### config.mk
export PLATFORM = sky130hd
export DESIGN_NAME = ddr_cmd_seq
export DESIGN_NICKNAME = d
export VERILOG_FILES = /design/src/rtl/ddr_seq_pkg.sv /design/src/rtl/seq_ctrl.sv /design/src/rtl/seq_dpath.sv /design/src/rtl/ddr_cmd_seq.sv
export SDC_FILE = /design/constraint.sdc
export NUM_CORES = 1
export LEC_CHECK = 0
export BUFFER_PORTS_ARGS = -buffer_cell sky130_fd_sc_hd__buf_2
export CAP_MARGIN = 15
export CORE_MARGIN = 4
export CORE_UTILIZATION = 43
export DETAILED_ROUTE_END_ITERATION = 8
export PLACE_DENSITY = 0.82
export RECOVER_POWER = 50
export SYNTH_ARGS = -nofsm -noshare
export SYNTH_HDL_FRONTEND = slang
export SYNTH_SLANG_ARGS = --single-unit
### constraint.sdc
create_clock -name clk -period 1.8 [get_ports clk]
set_input_delay 0.36 -clock clk [delete_from_list [all_inputs] [get_ports clk]]
set_output_delay 0.36 -clock clk [all_outputs]
set_load 0.01 [all_outputs]
### src/rtl/ddr_seq_pkg.sv
package ddr_seq_pkg;

  localparam logic [2:0] CMD_NOP = 3'b111;
  localparam logic [2:0] CMD_ACT = 3'b011;
  localparam logic [2:0] CMD_WR  = 3'b100;
  localparam logic [2:0] CMD_RD  = 3'b101;
  localparam logic [2:0] CMD_REF = 3'b001;
  localparam logic [2:0] CMD_PRE = 3'b010;
  localparam logic [2:0] CMD_MRS = 3'b000;

  localparam logic [1:0] SEL_ZERO = 2'b00;
  localparam logic [1:0] SEL_ROW  = 2'b10;
  localparam logic [1:0] SEL_COL  = 2'b01;
  localparam logic [1:0] SEL_EXT  = 2'b11;

  // state code layout: [11:10] spare, [9] refresh phase, [8] read en,
  // [7] write en, [6] dqs drive, [5:4] address select, [3] done, [2:0] command
  typedef enum logic [11:0] {
    S_IDLE = 12'b00_0_000_00_1_111,
    S_ACTW = 12'b01_0_000_10_0_011,
    S_ACTR = 12'b10_0_000_10_0_011,
    S_NW1  = 12'b00_0_000_10_0_111,
    S_NW2  = 12'b01_0_000_10_0_111,
    S_NR1  = 12'b10_0_000_10_0_111,
    S_NR2  = 12'b11_0_000_10_0_111,
    S_WR   = 12'b00_0_011_01_0_100,
    S_RD   = 12'b00_0_100_01_0_101,
    S_BWW  = 12'b00_0_011_01_0_111,
    S_BWR  = 12'b00_0_100_01_0_111,
    S_PRE  = 12'b00_0_000_00_0_010,
    S_REF  = 12'b00_1_000_00_0_001,
    S_REFW = 12'b00_1_000_00_0_111,
    S_EXT  = 12'b00_0_000_11_0_000,
    S_XDN  = 12'b01_0_000_00_1_111
  } seqState_t;

  typedef struct packed {
    logic burstLoad;
    logic burstStep;
    logic refLoad;
    logic refStep;
  } seqStrobe_t;

endpackage

### src/rtl/seq_ctrl.sv
module seq_ctrl
  import ddr_seq_pkg::*;
(
  input  logic       clk,
  input  logic       rst,
  input  logic [2:0] reqCode,
  input  logic       burstEnd,
  input  logic       refDone,
  output logic [2:0] cmd,
  output logic [1:0] addrSel,
  output logic       rdEn,
  output logic       wrEn,
  output logic       dqsOe,
  output logic       done,
  output seqStrobe_t strobe
);

  seqState_t state, stateNext;

  always_ff @(posedge clk) begin
    if (rst) state <= S_IDLE;
    else     state <= stateNext;
  end

  always_comb begin
    stateNext = S_IDLE;
    case (state)
      S_IDLE: begin
        if (reqCode[2]) stateNext = S_EXT;
        else begin
          case (reqCode[1:0])
            2'b01:   stateNext = S_REF;
            2'b10:   stateNext = S_ACTW;
            2'b11:   stateNext = S_ACTR;
            default: stateNext = S_IDLE;
          endcase
        end
      end
      S_ACTW: stateNext = S_NW1;
      S_NW1:  stateNext = S_NW2;
      S_NW2:  stateNext = S_WR;
      S_WR:   stateNext = S_BWW;
      S_BWW:  stateNext = burstEnd ? S_PRE : S_BWW;
      S_ACTR: stateNext = S_NR1;
      S_NR1:  stateNext = S_NR2;
      S_NR2:  stateNext = S_RD;
      S_RD:   stateNext = S_BWR;
      S_BWR:  stateNext = burstEnd ? S_PRE : S_BWR;
      S_PRE:  stateNext = S_IDLE;
      S_REF:  stateNext = S_REFW;
      S_REFW: stateNext = refDone ? S_IDLE : S_REFW;
      S_EXT:  stateNext = S_XDN;
      S_XDN:  stateNext = reqCode[2] ? S_XDN : S_IDLE;
      default: stateNext = S_IDLE;
    endcase
  end

  // outputs are the state bits themselves
  assign cmd     = state[2:0];
  assign done    = state[3];
  assign addrSel = state[5:4];
  assign dqsOe   = state[6];
  assign wrEn    = state[7];
  assign rdEn    = state[8];

  assign strobe.burstLoad = (state == S_WR) || (state == S_RD);
  assign strobe.burstStep = (state == S_BWW) || (state == S_BWR);
  assign strobe.refLoad   = (state == S_REF);
  assign strobe.refStep   = (state == S_REFW);

  // column command always three cycles after activate, NOPs between
  a_r3_act_gap: assert property (@(posedge clk) disable iff (rst)
    (cmd == CMD_RD || cmd == CMD_WR) |->
      ($past(cmd, 3) == CMD_ACT && $past(cmd, 2) == CMD_NOP && $past(cmd, 1) == CMD_NOP));

  // precharge is followed by idle
  a_r4_pre_idle: assert property (@(posedge clk) disable iff (rst)
    (cmd == CMD_PRE) |=> (cmd == CMD_NOP && done));

  // auto refresh is followed by a NOP wait
  a_r5_ref_wait: assert property (@(posedge clk) disable iff (rst)
    (cmd == CMD_REF) |=> (cmd == CMD_NOP && !done));

  // done stays high while the extended request is held
  a_r6_hold_done: assert property (@(posedge clk) disable iff (rst)
    (state == S_XDN && reqCode[2]) |=> (done && cmd == CMD_NOP));

  // read and write enables never overlap
  a_r7_excl: assert property (@(posedge clk) disable iff (rst)
    rdEn |-> (!wrEn && !dqsOe));

endmodule

### src/rtl/seq_dpath.sv
module seq_dpath
  import ddr_seq_pkg::*;
#(
  parameter int ADDR_W  = 13,
  parameter int BL_W    = 2,
  parameter int REF_DLY = 5
) (
  input  logic              clk,
  input  logic              rst,
  input  seqStrobe_t        strobe,
  input  logic [BL_W-1:0]   blCode,
  input  logic [1:0]        addrSel,
  input  logic [ADDR_W-1:0] rowAddr,
  input  logic [ADDR_W-1:0] colAddr,
  input  logic [ADDR_W-1:0] extAddr,
  output logic [ADDR_W-1:0] memAddr,
  output logic              burstEnd,
  output logic              refDone
);

  localparam int BCNT_W = (1 << BL_W) - 1;
  localparam int RCNT_W = $clog2(REF_DLY + 1);

  logic [BCNT_W-1:0] burstCnt;
  logic [BCNT_W-1:0] burstReload;
  logic [RCNT_W-1:0] refCnt;

  // wait cycles = burst length / 2, counter counts down to zero
  assign burstReload = BCNT_W'((1 << blCode) - 1);
  assign burstEnd    = (burstCnt == '0);

  always_ff @(posedge clk) begin
    if (rst)                         burstCnt <= '0;
    else if (strobe.burstLoad)       burstCnt <= burstReload;
    else if (strobe.burstStep && !burstEnd) burstCnt <= burstCnt - 1'b1;
  end

  assign refDone = (refCnt == RCNT_W'(1));

  always_ff @(posedge clk) begin
    if (rst)                                  refCnt <= '0;
    else if (strobe.refLoad)                  refCnt <= RCNT_W'(REF_DLY);
    else if (strobe.refStep && refCnt != '0)  refCnt <= refCnt - 1'b1;
  end

  always_comb begin
    case (addrSel)
      SEL_ROW: memAddr = rowAddr;
      SEL_COL: memAddr = colAddr;
      SEL_EXT: memAddr = extAddr;
      default: memAddr = '0;
    endcase
  end

  // the refresh wait never steps an exhausted counter
  a_r5_ref_live: assert property (@(posedge clk) disable iff (rst)
    strobe.refStep |-> (refCnt != '0));

endmodule

### src/rtl/ddr_cmd_seq.sv
module ddr_cmd_seq
  import ddr_seq_pkg::*;
#(
  parameter int ADDR_W  = 13,
  parameter int BL_W    = 2,
  parameter int REF_DLY = 5
) (
  input  logic              clk,
  input  logic              rst,
  input  logic [2:0]        reqCode,
  input  logic [BL_W-1:0]   blCode,
  input  logic [ADDR_W-1:0] rowAddr,
  input  logic [ADDR_W-1:0] colAddr,
  input  logic [ADDR_W-1:0] extAddr,
  output logic              rasN,
  output logic              casN,
  output logic              weN,
  output logic [ADDR_W-1:0] memAddr,
  output logic [1:0]        addrSel,
  output logic              rdEn,
  output logic              wrEn,
  output logic              dqsOe,
  output logic              done
);

  seqStrobe_t strobe;
  logic [2:0] cmd;
  logic       burstEnd;
  logic       refDone;

  seq_ctrl u_ctrl (
    .clk      (clk),
    .rst      (rst),
    .reqCode  (reqCode),
    .burstEnd (burstEnd),
    .refDone  (refDone),
    .cmd      (cmd),
    .addrSel  (addrSel),
    .rdEn     (rdEn),
    .wrEn     (wrEn),
    .dqsOe    (dqsOe),
    .done     (done),
    .strobe   (strobe)
  );

  seq_dpath #(
    .ADDR_W  (ADDR_W),
    .BL_W    (BL_W),
    .REF_DLY (REF_DLY)
  ) u_dpath (
    .clk      (clk),
    .rst      (rst),
    .strobe   (strobe),
    .blCode   (blCode),
    .addrSel  (addrSel),
    .rowAddr  (rowAddr),
    .colAddr  (colAddr),
    .extAddr  (extAddr),
    .memAddr  (memAddr),
    .burstEnd (burstEnd),
    .refDone  (refDone)
  );

  assign {rasN, casN, weN} = cmd;

endmodule

==> out/metrics.cfg <==
[yosys]
async_flop_share = 0
synth_cell_types = 53
synthCells = 180
yosysWarningCount = 0
ys_ff_latch = 17
synth_fp_nets = 231
synth_edf_count = 0
yosysSeqAreaShare = 0.2219
syn-cell-area_um2 = 1534
synth-main-ff-cell = dfxtp_1
avgSynthCellArea_um2 = 8.522

[floorplanning]
core_um2 = 3390
initial_core_util = 0.4526
chipWidth_um = 67.73
fp.dieH_um = 67.73
num_rows = 21
io_pins = 68
fp.dieArea_um2 = 4587

[sta]
fin_crit_sh = 1.034
finalWorstSetupSlack_ns = -0.06189
rsz0062_at_grt = yes
final_hold_viol_count = 0
period_minus_slack_ns = 1.862
slew_headroom = 0.6864
fin_worst_skew_ns = 0.007317
max_slew.worst_pin.slew_ns = 0.4639
finalMaxSlewViolations = 0
max_freq_mhz = 537.1
setup_viol = 13

[global_routing]
grt_pass1_vias = 1584
grt_usage = 0.1959
antenna_found_initial = 0
grt_overflow = 0
grt_max_degree = 16
grt_pass1_wl_mm = 6.927

[power]
seqPwrFrac = 0.243
ir_worst_vdd_v = 0.0009028
p_switching_w = 0.0009244
p_comb_frac = 0.660
power_w = 0.002282
switching_share = 0.4051
p_leak_nw = 1.018
pwr-share-clk = 0.097
internal-power_w = 0.001357
power_density_nw_per_um2 = 1055

[place]
place_hpwl_mm = 3.417
place_area_um2 = 1931
routabilityCongestion = 0.9708
port_buffers = 67

[clock_tree]
cts_tree = built
holdBufCountCts = 0
path_clk_slew_ns = 0.11
ctsHtreeMaxLevel = 1
clock-root-buffer = clkbuf_4
cts_buffers = 3
clk_path_buf_depth = 2
cts_sinks = 17
worstSkewPairLatency_ns = 0.31

[run_status]
status = finished with violations
violations = negative setup slack

[final_layout]
antenna_cells = 0
fin_area_um2 = 2162
mostFrequentLayoutCell = buf_2
fin_nets = 312
area_growth_syn_to_layout_pct = 40.95
drive_gt1_frac = 0.5231
fill_cells = 266
final_cell_mix = buf_2, buf_4, a22o_1, inv_1, dfxtp_1

[critical_path]
rr_endpoint = u_dpath.burstCnt[2]
critical_path.max_fanout = 7
setup.worst_path.start = u_ctrl.state[5]
cp-end-kind = output port
rrSetupSlack_ns = 0.02
startpoint_type = flip-flop
reg2reg_from = u_dpath.burstCnt[0]
rr_worst_depth = 7
endpoint = memAddr[0]
critPathArrivalTime_ns = 1.50
criticalPathCategory = reg -> out
critPathRequiredTime_ns = 1.44

[drt]
ant_nets = 0
drtIter0Drc = 75
dr.pass1.iters = 4
drt-vias-per-instance = 5.657
vias = 1731
wl_per_cell_um = 15.63
drc = 0
drt_wl_total_mm = 4.782

[run]
maxCapViolCount = 0

[worst_hold_path]
hold_path.class = in -> reg

[layer usage]
layer  up-vias  track usage  part of all wire
met4         0      0.06835             0.016
met2       102       0.3718              0.48
met3         6      0.03661              0.13
li1        838            -                 -
met5         -            0                 0
met1       785       0.2129              0.38
[kinds of logic after synthesis]
group / Yosys count / share of synthesized area
xor gates and xnor gates: 3 / 0.01713
buffers and inverters: 24 / 0.09298
and+or+nand+nor: 72 / 0.3091
AOI/OAI and AO/OA: 43 / 0.2031
muxes: 16 / 0.1150
DFF: 17 / 0.2219
adders and majority gates: 5 / 0.04078
[worst max-delay path, cell delays in order (launching register included)]
cell and delay (ns):
dfxtp_4 0.39, buf_4 0.14, nor2b_1 0.13, buf_4 0.16, a22o_1 0.23, buf_2 0.14
[metrics by stage]
step           instances  setup TNS (ns)  worst slack, ns  hold slack (ns)    util
2_1_floorplan        180               0          0.06277           0.4321       -
3_3_place_gp         294               0          0.03328           0.4795  0.5696
3_5_place_dp         294        -0.02018         -0.02018           0.4836  0.5696
4_1_cts              303         -0.5990         -0.05869           0.3297  0.6098
5_1_grt              306          -1.627          -0.1270           0.3307  0.6379
6_report             306         -0.5409         -0.06189           0.3294  0.6379
[layout make-up]
| type | count | area [µm²] | share of cell area |
|---|---|---|---|
| timing repair buffer | 89 | 543.0 | 0.2512 |
| multi-input combinational | 139 | 1137 | 0.5260 |
| tap | 46 | 57.56 | 0.02662 |
| sequential | 17 | 356.6 | 0.1649 |
| clock buffer | 4 | 26.28 | 0.01215 |
| inverter | 11 | 41.29 | 0.01910 |
[state kept, by name (all words and copies together), names as in the netlist]
signal            flops
u_ctrl.state         11
u_dpath.refCnt        3
u_dpath.burstCnt      3
[synthesized netlist by cell type, types with 2 or more instances]
| cell type | n | share of area |
|---|---|---|
| and3_1 | 2 | 0.0082 |
| dfxtp_1 | 17 | 0.22 |
| or3_1 | 2 | 0.0082 |
| nor2_1 | 8 | 0.020 |
| mux2_2 | 13 | 0.095 |
| nand3b_1 | 2 | 0.0098 |
| mux2i_1 | 3 | 0.020 |
| nand2_1 | 8 | 0.020 |
| ha_1 | 5 | 0.041 |
| clkbuf_1 | 5 | 0.012 |
| nor2b_1 | 3 | 0.012 |
| xor2_1 | 2 | 0.011 |
| a31oi_1 | 7 | 0.029 |
| nor3_1 | 5 | 0.016 |
| or2_2 | 2 | 0.0082 |
| nand4_1 | 5 | 0.020 |
| a21oi_1 | 6 | 0.020 |
| nand2b_1 | 2 | 0.0082 |
| o21ai_0 | 5 | 0.016 |
| inv_1 | 11 | 0.027 |
| clkbuf_8 | 4 | 0.036 |
| and4bb_2 | 2 | 0.016 |
| and4_1 | 2 | 0.011 |
| a22o_1 | 13 | 0.074 |
| nand3_1 | 10 | 0.033 |
| and2_1 | 3 | 0.012 |
| o211ai_1 | 2 | 0.0098 |
| nor4b_1 | 3 | 0.017 |
| a311oi_1 | 2 | 0.011 |
| buf_4 | 3 | 0.015 |
[worst min path at each step]
stage                        start                  end  slack, ns  depth (start not counted)
6_report                reqCode[0]     u_ctrl.state[11]       0.33                          3
5_1_grt                 reqCode[0]     u_ctrl.state[11]       0.33                          3
4_1_cts                  blCode[1]  u_dpath.burstCnt[1]       0.33                          3
3_3_place_gp   u_dpath.burstCnt[0]  u_dpath.burstCnt[0]       0.48                          2
2_1_floorplan                  rst  u_dpath.burstCnt[1]       0.43                          1
3_5_place_dp   u_dpath.burstCnt[0]  u_dpath.burstCnt[0]       0.48                          2
[power groups by stage]
stage	registers [W]	logic, W	clock network [W]
4_1_cts	0.000549	0.00134	0.000222
3_3_place_gp	0.000541	0.00119	0
3_5_place_dp	0.000541	0.00120	0
2_1_floorplan	0.000519	0.000843	0
6_report	0.000556	0.00151	0.000220
5_1_grt	0.000569	0.00162	0.000243
[repair_timing]
item	in CTS	in global routing
pin swaps	6	8
endpoints found under the hold margin	0	0
cloned	2	0
buffers inserted	3	3
endpoints found under the setup margin	15	24
gates resized for setup	20	19
No activity file was read; power rests on OpenSTA's default activity.
